$ cat src/rtl/cfgp_pkg.sv
package cfgp_pkg;

  typedef enum logic [1:0] {
    LK_CLOSED = 2'd0,
    LK_HALF   = 2'd1,
    LK_OPEN   = 2'd2
  } lk_state_t;

  localparam logic [7:0] IDX_LDN     = 8'h07;
  localparam logic [7:0] IDX_CHIP_HI = 8'h20;
  localparam logic [7:0] IDX_CHIP_LO = 8'h21;
  localparam logic [7:0] IDX_VEND_HI = 8'h23;
  localparam logic [7:0] IDX_VEND_LO = 8'h24;
  localparam logic [7:0] IDX_DEV_EN  = 8'h30;
  localparam logic [7:0] IDX_BASE_HI = 8'h60;
  localparam logic [7:0] IDX_BASE_LO = 8'h61;
  localparam logic [7:0] IDX_IRQ     = 8'h70;

  localparam logic [7:0] BLANK_READ = 8'hFF;

  // True for indices that reach the selected device bank.
  function automatic logic is_bank_idx(input logic [7:0] idx);
    return (idx == IDX_DEV_EN) || (idx == IDX_BASE_HI) ||
           (idx == IDX_BASE_LO) || (idx == IDX_IRQ);
  endfunction

  // Read value of a global (non-bank) index.
  function automatic logic [7:0] global_read(input logic [7:0] idx,
                                             input logic [7:0] ldn,
                                             input logic [15:0] chip,
                                             input logic [15:0] vend);
    case (idx)
      IDX_LDN:     return ldn;
      IDX_CHIP_HI: return chip[15:8];
      IDX_CHIP_LO: return chip[7:0];
      IDX_VEND_HI: return vend[15:8];
      IDX_VEND_LO: return vend[7:0];
      default:     return 8'h00;
    endcase
  endfunction

endpackage

$ cat src/rtl/cfgp_seq.sv
module cfgp_seq
  import cfgp_pkg::*;
#(
  parameter logic [7:0] UNLOCK_KEY = 8'h87,
  parameter logic [7:0] LOCK_KEY   = 8'hAA
) (
  input  logic       clk,
  input  logic       rst_n,
  input  logic       wr_idx,
  input  logic       wr_pair,
  input  logic [7:0] wdata,
  output logic       open_o,
  output logic       lock_evt_o
);

  lk_state_t state_q, state_d;
  logic      key_w;

  assign key_w      = wr_idx && (wdata == UNLOCK_KEY);
  assign lock_evt_o = (state_q == LK_OPEN) && wr_idx && (wdata == LOCK_KEY);

  always_comb begin
    state_d = state_q;
    case (state_q)
      LK_CLOSED: if (key_w) state_d = LK_HALF;
      LK_HALF: begin
        if (key_w)        state_d = LK_OPEN;
        else if (wr_pair) state_d = LK_CLOSED;
      end
      LK_OPEN:   if (lock_evt_o) state_d = LK_CLOSED;
      default:   state_d = LK_CLOSED;
    endcase
  end

  always_ff @(posedge clk) begin
    if (!rst_n) state_q <= LK_CLOSED;
    else        state_q <= state_d;
  end

  assign open_o = (state_q == LK_OPEN);

endmodule

$ cat src/rtl/cfgp_bank.sv
module cfgp_bank
  import cfgp_pkg::*;
(
  input  logic        clk,
  input  logic        rst_n,
  input  logic        wr_en,
  input  logic [7:0]  idx,
  input  logic [7:0]  wdata,
  output logic        en_o,
  output logic [15:0] base_o,
  output logic [7:0]  irq_o,
  output logic [7:0]  rd_val_o
);

  always_ff @(posedge clk) begin
    if (!rst_n) begin
      en_o   <= 1'b0;
      base_o <= 16'h0000;
      irq_o  <= 8'h00;
    end else if (wr_en) begin
      case (idx)
        IDX_DEV_EN:  en_o         <= wdata[0];
        IDX_BASE_HI: base_o[15:8] <= wdata;
        IDX_BASE_LO: base_o[7:0]  <= wdata;
        IDX_IRQ:     irq_o        <= wdata;
        default: ;
      endcase
    end
  end

  always_comb begin
    case (idx)
      IDX_DEV_EN:  rd_val_o = {7'd0, en_o};
      IDX_BASE_HI: rd_val_o = base_o[15:8];
      IDX_BASE_LO: rd_val_o = base_o[7:0];
      IDX_IRQ:     rd_val_o = irq_o;
      default:     rd_val_o = 8'h00;
    endcase
  end

endmodule

$ cat src/rtl/cfg_port_gate.sv
module cfg_port_gate
  import cfgp_pkg::*;
#(
  parameter int          NUM_DEV    = 4,
  parameter logic [15:0] PAIR0_BASE = 16'h002E,
  parameter logic [15:0] PAIR1_BASE = 16'h004E,
  parameter logic [7:0]  UNLOCK_KEY = 8'h87,
  parameter logic [7:0]  LOCK_KEY   = 8'hAA,
  parameter logic [15:0] CHIP_ID    = 16'h0A55,
  parameter logic [15:0] VENDOR_ID  = 16'h1B2C
) (
  input  logic                  clk,
  input  logic                  rst_n,
  input  logic                  pair_sel,
  input  logic [15:0]           io_addr,
  input  logic                  io_wr,
  input  logic                  io_rd,
  input  logic [7:0]            io_wdata,
  output logic [7:0]            io_rdata,
  output logic                  cfg_open_o,
  output logic [NUM_DEV-1:0]    dev_en_o,
  output logic [16*NUM_DEV-1:0] dev_base_o,
  output logic [8*NUM_DEV-1:0]  dev_irq_o
);

  localparam int BASE_W = 16;
  localparam int IRQ_W  = 8;

  // Named decode events, also used by the checker.
  logic [15:0] act_base;
  logic        hit_idx, hit_dat, pair_hit;
  logic        wr_idx, wr_dat, cfg_wr, lock_evt;
  logic        ldn_valid, bank_wr;

  logic [7:0]  idx_q, ldn_q;
  logic [7:0]  bank_rd [NUM_DEV];
  logic [7:0]  bank_sel_val;
  logic [7:0]  data_val;

  assign act_base = pair_sel ? PAIR1_BASE : PAIR0_BASE;
  assign hit_idx  = (io_addr == act_base);
  assign hit_dat  = (io_addr == act_base + 16'd1);
  assign pair_hit = hit_idx || hit_dat;
  assign wr_idx   = io_wr && hit_idx;
  assign wr_dat   = io_wr && hit_dat;

  cfgp_seq #(
    .UNLOCK_KEY(UNLOCK_KEY),
    .LOCK_KEY  (LOCK_KEY)
  ) u_seq (
    .clk       (clk),
    .rst_n     (rst_n),
    .wr_idx    (wr_idx),
    .wr_pair   (io_wr && pair_hit),
    .wdata     (io_wdata),
    .open_o    (cfg_open_o),
    .lock_evt_o(lock_evt)
  );

  assign cfg_wr    = cfg_open_o && wr_dat;
  assign ldn_valid = ({24'd0, ldn_q} < NUM_DEV);
  assign bank_wr   = cfg_wr && is_bank_idx(idx_q) && ldn_valid;

  always_ff @(posedge clk) begin
    if (!rst_n) begin
      idx_q <= 8'h00;
      ldn_q <= 8'h00;
    end else begin
      if (cfg_open_o && wr_idx && !lock_evt) idx_q <= io_wdata;
      if (cfg_wr && (idx_q == IDX_LDN))      ldn_q <= io_wdata;
    end
  end

  for (genvar gi = 0; gi < NUM_DEV; gi++) begin : g_bank
    cfgp_bank u_bank (
      .clk     (clk),
      .rst_n   (rst_n),
      .wr_en   (bank_wr && (ldn_q == 8'(gi))),
      .idx     (idx_q),
      .wdata   (io_wdata),
      .en_o    (dev_en_o[gi]),
      .base_o  (dev_base_o[gi*BASE_W +: BASE_W]),
      .irq_o   (dev_irq_o[gi*IRQ_W +: IRQ_W]),
      .rd_val_o(bank_rd[gi])
    );
  end

  always_comb begin
    bank_sel_val = 8'h00;
    for (int i = 0; i < NUM_DEV; i++) begin
      if (ldn_q == 8'(i)) bank_sel_val = bank_rd[i];
    end
  end

  assign data_val = is_bank_idx(idx_q) ? bank_sel_val
                                       : global_read(idx_q, ldn_q, CHIP_ID, VENDOR_ID);

  always_ff @(posedge clk) begin
    if (!rst_n) begin
      io_rdata <= BLANK_READ;
    end else if (io_rd) begin
      if (!(cfg_open_o && pair_hit)) io_rdata <= BLANK_READ;
      else if (hit_idx)              io_rdata <= idx_q;
      else                           io_rdata <= data_val;
    end
  end

endmodule

$ cat config.mk
export PLATFORM = sky130hd
export DESIGN_NAME = cfg_port_gate
export DESIGN_NICKNAME = d
export VERILOG_FILES = /design/src/rtl/cfgp_pkg.sv /design/src/rtl/cfgp_seq.sv /design/src/rtl/cfgp_bank.sv /design/src/rtl/cfg_port_gate.sv
export SDC_FILE = /design/constraint.sdc
export NUM_CORES = 1
export LEC_CHECK = 0
export BUFFER_PORTS_ARGS = -buffer_cell sky130_fd_sc_hd__buf_2
export CELL_PAD_IN_SITES_DETAIL_PLACEMENT = 0
export CELL_PAD_IN_SITES_GLOBAL_PLACEMENT = 1
export CORE_ASPECT_RATIO = 0.5
export CORE_UTILIZATION = 44
export DETAILED_ROUTE_END_ITERATION = 8
export GPL_TIMING_DRIVEN = 0
export PLACE_DENSITY_LB_ADDON = 0.1
export SYNTH_ARGS = -nofsm -noshare
export SYNTH_HDL_FRONTEND = slang
export SYNTH_SLANG_ARGS = --single-unit
$ cat constraint.sdc
create_clock -name clk -period 4 [get_ports clk]
set_input_delay 0.2 -clock clk [delete_from_list [all_inputs] [get_ports clk]]
set_output_delay 0.2 -clock clk [all_outputs]
set_load 0.01 [all_outputs]
==> flow_summary.toml, run 1 <==
[run_status]
status = "completed"

[grt]
grt_usage_pct = 33.4
overflow = 0
grt_pass1_wl_um = 37400
grt_pass1_vias = 5856
antenna_found_initial = 0
grt_max_degree = 17

[cells_and_area]
area_growth_pct = 23.5
nets = 947
fill_cells = 1349
mostFrequentLayoutCell = "nand2_1"
mostFrequentLayoutCells = "nand2_1 (168), buf_2 (156), dfxtp_1 (126)"
diodes = 0
fin_util_pct = 57.3
finalNonFillerCells = 1123
drive_gt1_share_pct = 24.5

[clock_network]
cts_tree = "built"
cts-htree-levels = 4
insertion_delay_ns = 0.42
path_clk_slew_ns = 0.07
hold_buffers = 0
cts_inserted_buffers = 17
clockBufferDepth = 2
cts_resized = 0
clock-sinks = 126
postCtsSetupBuffers = 0
cts-root-buf = "clkbuf_16"

[synthesis]
syn-instance-count = 762
ys.flop_type = "dfxtp_1"
synth_nets = 791
synth_edf_count = 0
synthArstFlopShare_pct = 0
ys_warn_count = 0
ys_ff_latch = 126
synth_cell_types = 63
synth_area_um2 = 6470
synth.avg_cell_area_um2 = 8.50
ys_seq_area_share_pct = 39.0

[placement]
dp_slack_ns = 1.11
portBuffers = 137
dp_hpwl_um = 18300
globalplace.congestion = 1.02
dp.cells = 1091

[pwr]
switching_share_pct = 24.2
power_density_nw_per_um2 = 369
p_switching_uw = 715
pwr-share-clk_pct = 53.9
internal-power_uw = 2240
comb_power_share_pct = 3.6
vdd_drop_max_mv = 0.271
power_leakage_uw = 0.00338
seqPwrFrac_pct = 42.5

[timing]
timing.fmax_ghz = 0.317
fin_crit_ns = 3.15
worst_slew_pin_slew_ns = 0.969
finalHoldViolCount = 0
clock_skew_ns = 0.0189
worst_slack_ns = 0.849
finalSetupTns_ns = 0
timing.final.crit_share_pct = 78.8
setup_violations = 0
slew_violations = 0
rsz0062_at_grt = "no"
slew_headroom_pct = 35.4

[critical_path]
worstSetupEndpointType = "flop"
cp_max_fo = 10
crit_required_ns = 4.34
crit_arrival_ns = 3.49
criticalPathCategory = "flop to flop"
startpoint_type = "flop"

[drt]
drc_errors = 0
wire_per_inst_um = 22.7
dr.pass1.iters = 5
viasPerCell = 5.98
drtIter0Drc = 723
vias = 6711
drt_wl_total_um = 25400
drtAntennaViolNets = 0

[floorplan]
row_count = 30
io_pins = 138
die_w_um = 174
design.core.area_um2 = 14000
die_y_um = 87.8
dieArea_um2 = 15200
start_util_pct = 46.4

[flow_run]
maxCapViolCount = 0

[worst_hold_path]
hp-class = "primary input to flop"
power groups by stage:
| stage | Clock [µW] | Sequential (µW) | Combinational [µW] |
|---|---|---|---|
| after floorplan | 0 | 1280 | 47.8 |
| after global placement | 0 | 1280 | 103 |
| after detailed placement | 0 | 1280 | 103 |
| after CTS | 1590 | 1260 | 103 |
| after global routing | 1660 | 1260 | 110 |
| final | 1590 | 1260 | 105 |
final cells by class:
class                           count  area [µm²]  area share (%)
Inverter                            5        18.8           0.235
Clock buffer                       19         443            5.54
Sequential cell                   126        2520            31.5
Multi-Input combinational cell    573        3670            45.9
Buffer                             58         268            3.35
Timing Repair Buffer              137         686            8.58
Clock inverter                     13         151            1.89
Tap cell                          192         240            3.00
cells by family after synthesis:
group / share of synthesized area (%)
buffers and inverters: 4.43
xor gates and xnor gates: 0.135
and+or+nand+nor: 27.3
DFF: 39.0
AOI/OAI and AO/OA: 19.3
muxes: 9.87
sequential cells by signal (all words and copies together), names as in the netlist:
register and cells:
g_bank.u_bank.base_o 64, io_rdata 8, g_bank.u_bank.irq_o 32, idx_q 8, ldn_q 8, u_seq.state_q 2, g_bank.u_bank.en_o 4
Yosys cell counts (9+ instances only):
| library cell | number | area, µm² |
|---|---|---|
| a21boi_0 | 56 | 420 |
| a21boi_1 | 24 | 180 |
| a21oi_1 | 19 | 95.1 |
| a221oi_1 | 12 | 105 |
| a22oi_1 | 10 | 75.1 |
| and3_1 | 14 | 87.6 |
| buf_2 | 19 | 95.1 |
| clkbuf_1 | 32 | 120 |
| dfxtp_1 | 126 | 2520 |
| mux2_2 | 15 | 169 |
| mux2i_1 | 47 | 470 |
| nand2_1 | 168 | 631 |
| nand3_1 | 27 | 135 |
| nand4_1 | 9 | 56.3 |
| nor2_1 | 24 | 90.1 |
| nor2b_1 | 42 | 263 |
| nor3_1 | 9 | 45.0 |
critical path, cell delays in order, from the launching register on:
cell and delay [ns]:
dfxtp_1 0.30, clkbuf_1 0.27, nor4_2 0.70, and3_1 0.42, buf_2 0.34, a22oi_1 0.17, o221ai_1 0.36, nand4_1 0.28
a21oi_1 0.22
layer usage:
metal	share of wire [%]	up-vias	global-route usage, %
li1	-	3021	-
met5	0	-	0
met2	40	414	47.7
met3	10	31	6.81
met4	1.4	0	7.72
met1	48	3245	50.8
metrics by stage:
step,hold WS [ns],power [µW],area (µm²)
after floorplan,0.366,1330,6470
after global placement,0.447,1390,7400
after detailed placement,0.459,1390,7400
after CTS,0.144,2950,8000
after global routing,0.146,3020,8000
final,0.151,2950,8000
path summary, 6_finish.rpt:
path                               from  slack, ns  cells after the start                          to
max                            idx_q[3]       0.85                      8                 io_rdata[7]
min                         io_wdata[6]       0.15                      3   g_bank[1].u_bank.irq_o[6]
max reg2reg                    idx_q[3]       0.85                      8                 io_rdata[7]
min reg2reg  g_bank[0].u_bank.base_o[2]       0.47                      2  g_bank[0].u_bank.base_o[2]
Note: power is estimated with default switching activity, not from simulation.
==> inputs of run 2 (changes only) <==
- CORE_UTILIZATION: 44 -> 37
- clock period: 4 -> 2.7 ns (I/O delays scaled with it)
==> run 2 against run 1 <==
Against the previous run: the flow now finishes with violations (negative setup slack); clock power is 49% higher; sequential share of layout area is 0.33 points lower; global-route usage is 3.2 points lower; sequential cell count stayed put; combinational power is 51% higher; routed wire length is 5.0% higher; utilization is 8.9 points lower; largest power group unchanged.
==> flow_summary.toml, run 2 (same netlist as run 1, synthesis figures left out) <==
[run_status]
status = "finished with violations"
violations = "negative setup slack"

[pwr]
internal-power_uw = 3380
vdd_drop_max_mv = 0.419
seqPwrFrac_pct = 42.4
switching_share_pct = 23.1
p_switching_uw = 1020
pwr-share-clk_pct = 54.0
power_leakage_uw = 0.00339
power_density_nw_per_um2 = 544
comb_power_share_pct = 3.6

[placement]
globalplace.congestion = 0.966
dp_hpwl_um = 19300
portBuffers = 137
dp.cells = 1126
placed_area_um2 = 7440

[critical_path]
criticalPathCategory = "flop to flop"
rrSetupSlack_ns = -0.02
crit_start = "idx_q[4]"
cp_slowest_stage_delay_ns = 0.42
crit-reg2reg-capture = "io_rdata[2]"
crit_required_ns = 3.00
reg2regPathDepth = 9
crit_chain = "buf_2 -> clkbuf_4 -> buf_4 -> mux2i_1 -> nor2_1 -> a21oi_1 -> o221ai_1 -> nand4_1 -> a31oi_1"
startpoint_type = "flop"
cp_max_fo = 10
crit_slowest_cell = "dfxtp_1"
worstSetupEndpointType = "flop"
crit_arrival_ns = 3.02
critPathTopFamily = "buffers and inverters"
reg2reg_from = "idx_q[4]"
critPathBufInv = 3

[clock_network]
cts_inserted_buffers = 17
cts-htree-levels = 4
clockBufferDepth = 2
cts-root-buf = "clkbuf_16"
cts_tree = "built"
clock-sinks = 126
insertion_delay_ns = 0.43
path_clk_slew_ns = 0.06

[timing]
rsz0062_at_grt = "yes"
clock_skew_ns = 0.0137
worst_slack_ns = -0.0192
slew_violations = 0
timing.final.crit_share_pct = 101
setup_violations = 2
worst_slew_pin_slew_ns = 1.10
fin_crit_ns = 2.72
slew_headroom_pct = 26.5
finalHoldViolCount = 0
timing.fmax_ghz = 0.368

[floorplan]
start_util_pct = 38.7
dieArea_um2 = 18100
die_w_um = 189
row_count = 33
io_pins = 138
design.core.area_um2 = 16700
die_y_um = 95.5

[cells_and_area]
diodes = 0
finalNonFillerCells = 1157
area_growth_pct = 24.8
mostFrequentLayoutCell = "nand2_1"
final_area_um2 = 8080
drive_gt1_share_pct = 24.6
nets = 947
regMostFlops = "g_bank.u_bank.base_o"
reg_top3 = "g_bank.u_bank.base_o x64, g_bank.u_bank.irq_o x32"
largest_reg_flops = 64
fin_util_pct = 48.3
mostFrequentLayoutCells = "nand2_1 (168), buf_2 (152), dfxtp_1 (126)"

[drt]
viasPerCell = 5.69
drtIter0Drc = 577
drc_errors = 0
dr.pass1.iters = 6
drtAntennaViolNets = 0
vias = 6585
wire_per_inst_um = 23.1
drt_wl_total_um = 26700

[grt]
overflow = 0
grt_usage_pct = 30.2
grt_pass1_vias = 6030
antenna_found_initial = 0
grt_pass1_wl_um = 39100
grt_max_degree = 17

[flow_run]
maxCapViolCount = 0

[worst_hold_path]
worstHoldStart = "io_wdata[6]"
hp-class = "primary input to flop"
whs_endpoint = "g_bank[1].u_bank.base_o[14]"
hold_depth = 3
[run 2: changes by cell type in the layout (fill, tap and decap cells not counted), sizes merged]
cell,before,now
buf,163,161
bufinv,2,3
clkbuf,51,54
clkinv,1,3
clkinvlp,4,5
inv,11,5
[run 2: worst max path at each step]
| stage | to | slack (ns) | cells past startpoint |
|---|---|---|---|
| after floorplan | io_rdata[4] | 0.71 | 7 |
| after global placement | io_rdata[7] | -0.24 | 8 |
| after detailed placement | io_rdata[7] | -0.21 | 8 |
| after CTS | g_bank[3].u_bank.irq_o[6] | 0.02 | 7 |
| after global routing | io_rdata[4] | -0.08 | 7 |
| final | io_rdata[2] | -0.02 | 9 |
[run 2: timing repair]
| action | CTS | global route |
|---|---|---|
| endpoints found under the setup margin | 12 | 91 |
| pin swaps | 1 | 1 |
| resized for setup | 3 | 6 |
| setup buffers | 1 | 0 |
| hold buffers | 0 | 0 |
[run 2: tightest hold or removal path, delay by kind of cell]
family | cells | cell delay [ns]
buffers and inverters | 1 | 0.14
muxes | 1 | 0.08
and+or+nand+nor | 1 | 0.09
[run 2: layout make-up]
type	instances	area, µm²
buffer	57	274
clock buffer	20	447
clock inverter	11	143
fill	1740	8640
inverter	5	18.8
multi-input combinational	573	3700
sequential	126	2520
tap	227	284
timing repair buffer	138	693
[run 2: per-layer routing]
layer / vias up / part of all wire [%] / track usage [%]
li1: 3017 / - / -
met1: 3262 / 50 / 45.0
met2: 278 / 40 / 42.4
met3: 28 / 9.1 / 8.39
met4: 0 / 1.2 / 6.25
met5: - / 0 / 0
[run 2: power groups by stage]
stage          clock network (µW)  logic (µW)  registers (µW)
2_1_floorplan                   0        70.8            1900
3_3_place_gp                    0         157            1900
3_5_place_dp                    0         156            1900
4_1_cts                      2390         157            1860
5_1_grt                      2480         168            1860
6_report                     2370         159            1860
[run 2: stage by stage]
step                hold WS (ns)  setup TNS, ns  setup slack, ns  power, µW
finish                    0.0625        -0.0304          -0.0192       4390
global route              0.0891         -0.318          -0.0783       4500
CTS                       0.0605              0           0.0167       4410
detailed placement         0.456         -10.04           -0.212       2060
global placement           0.446          -7.40           -0.235       2060
floorplan                  0.301              0            0.713       1970
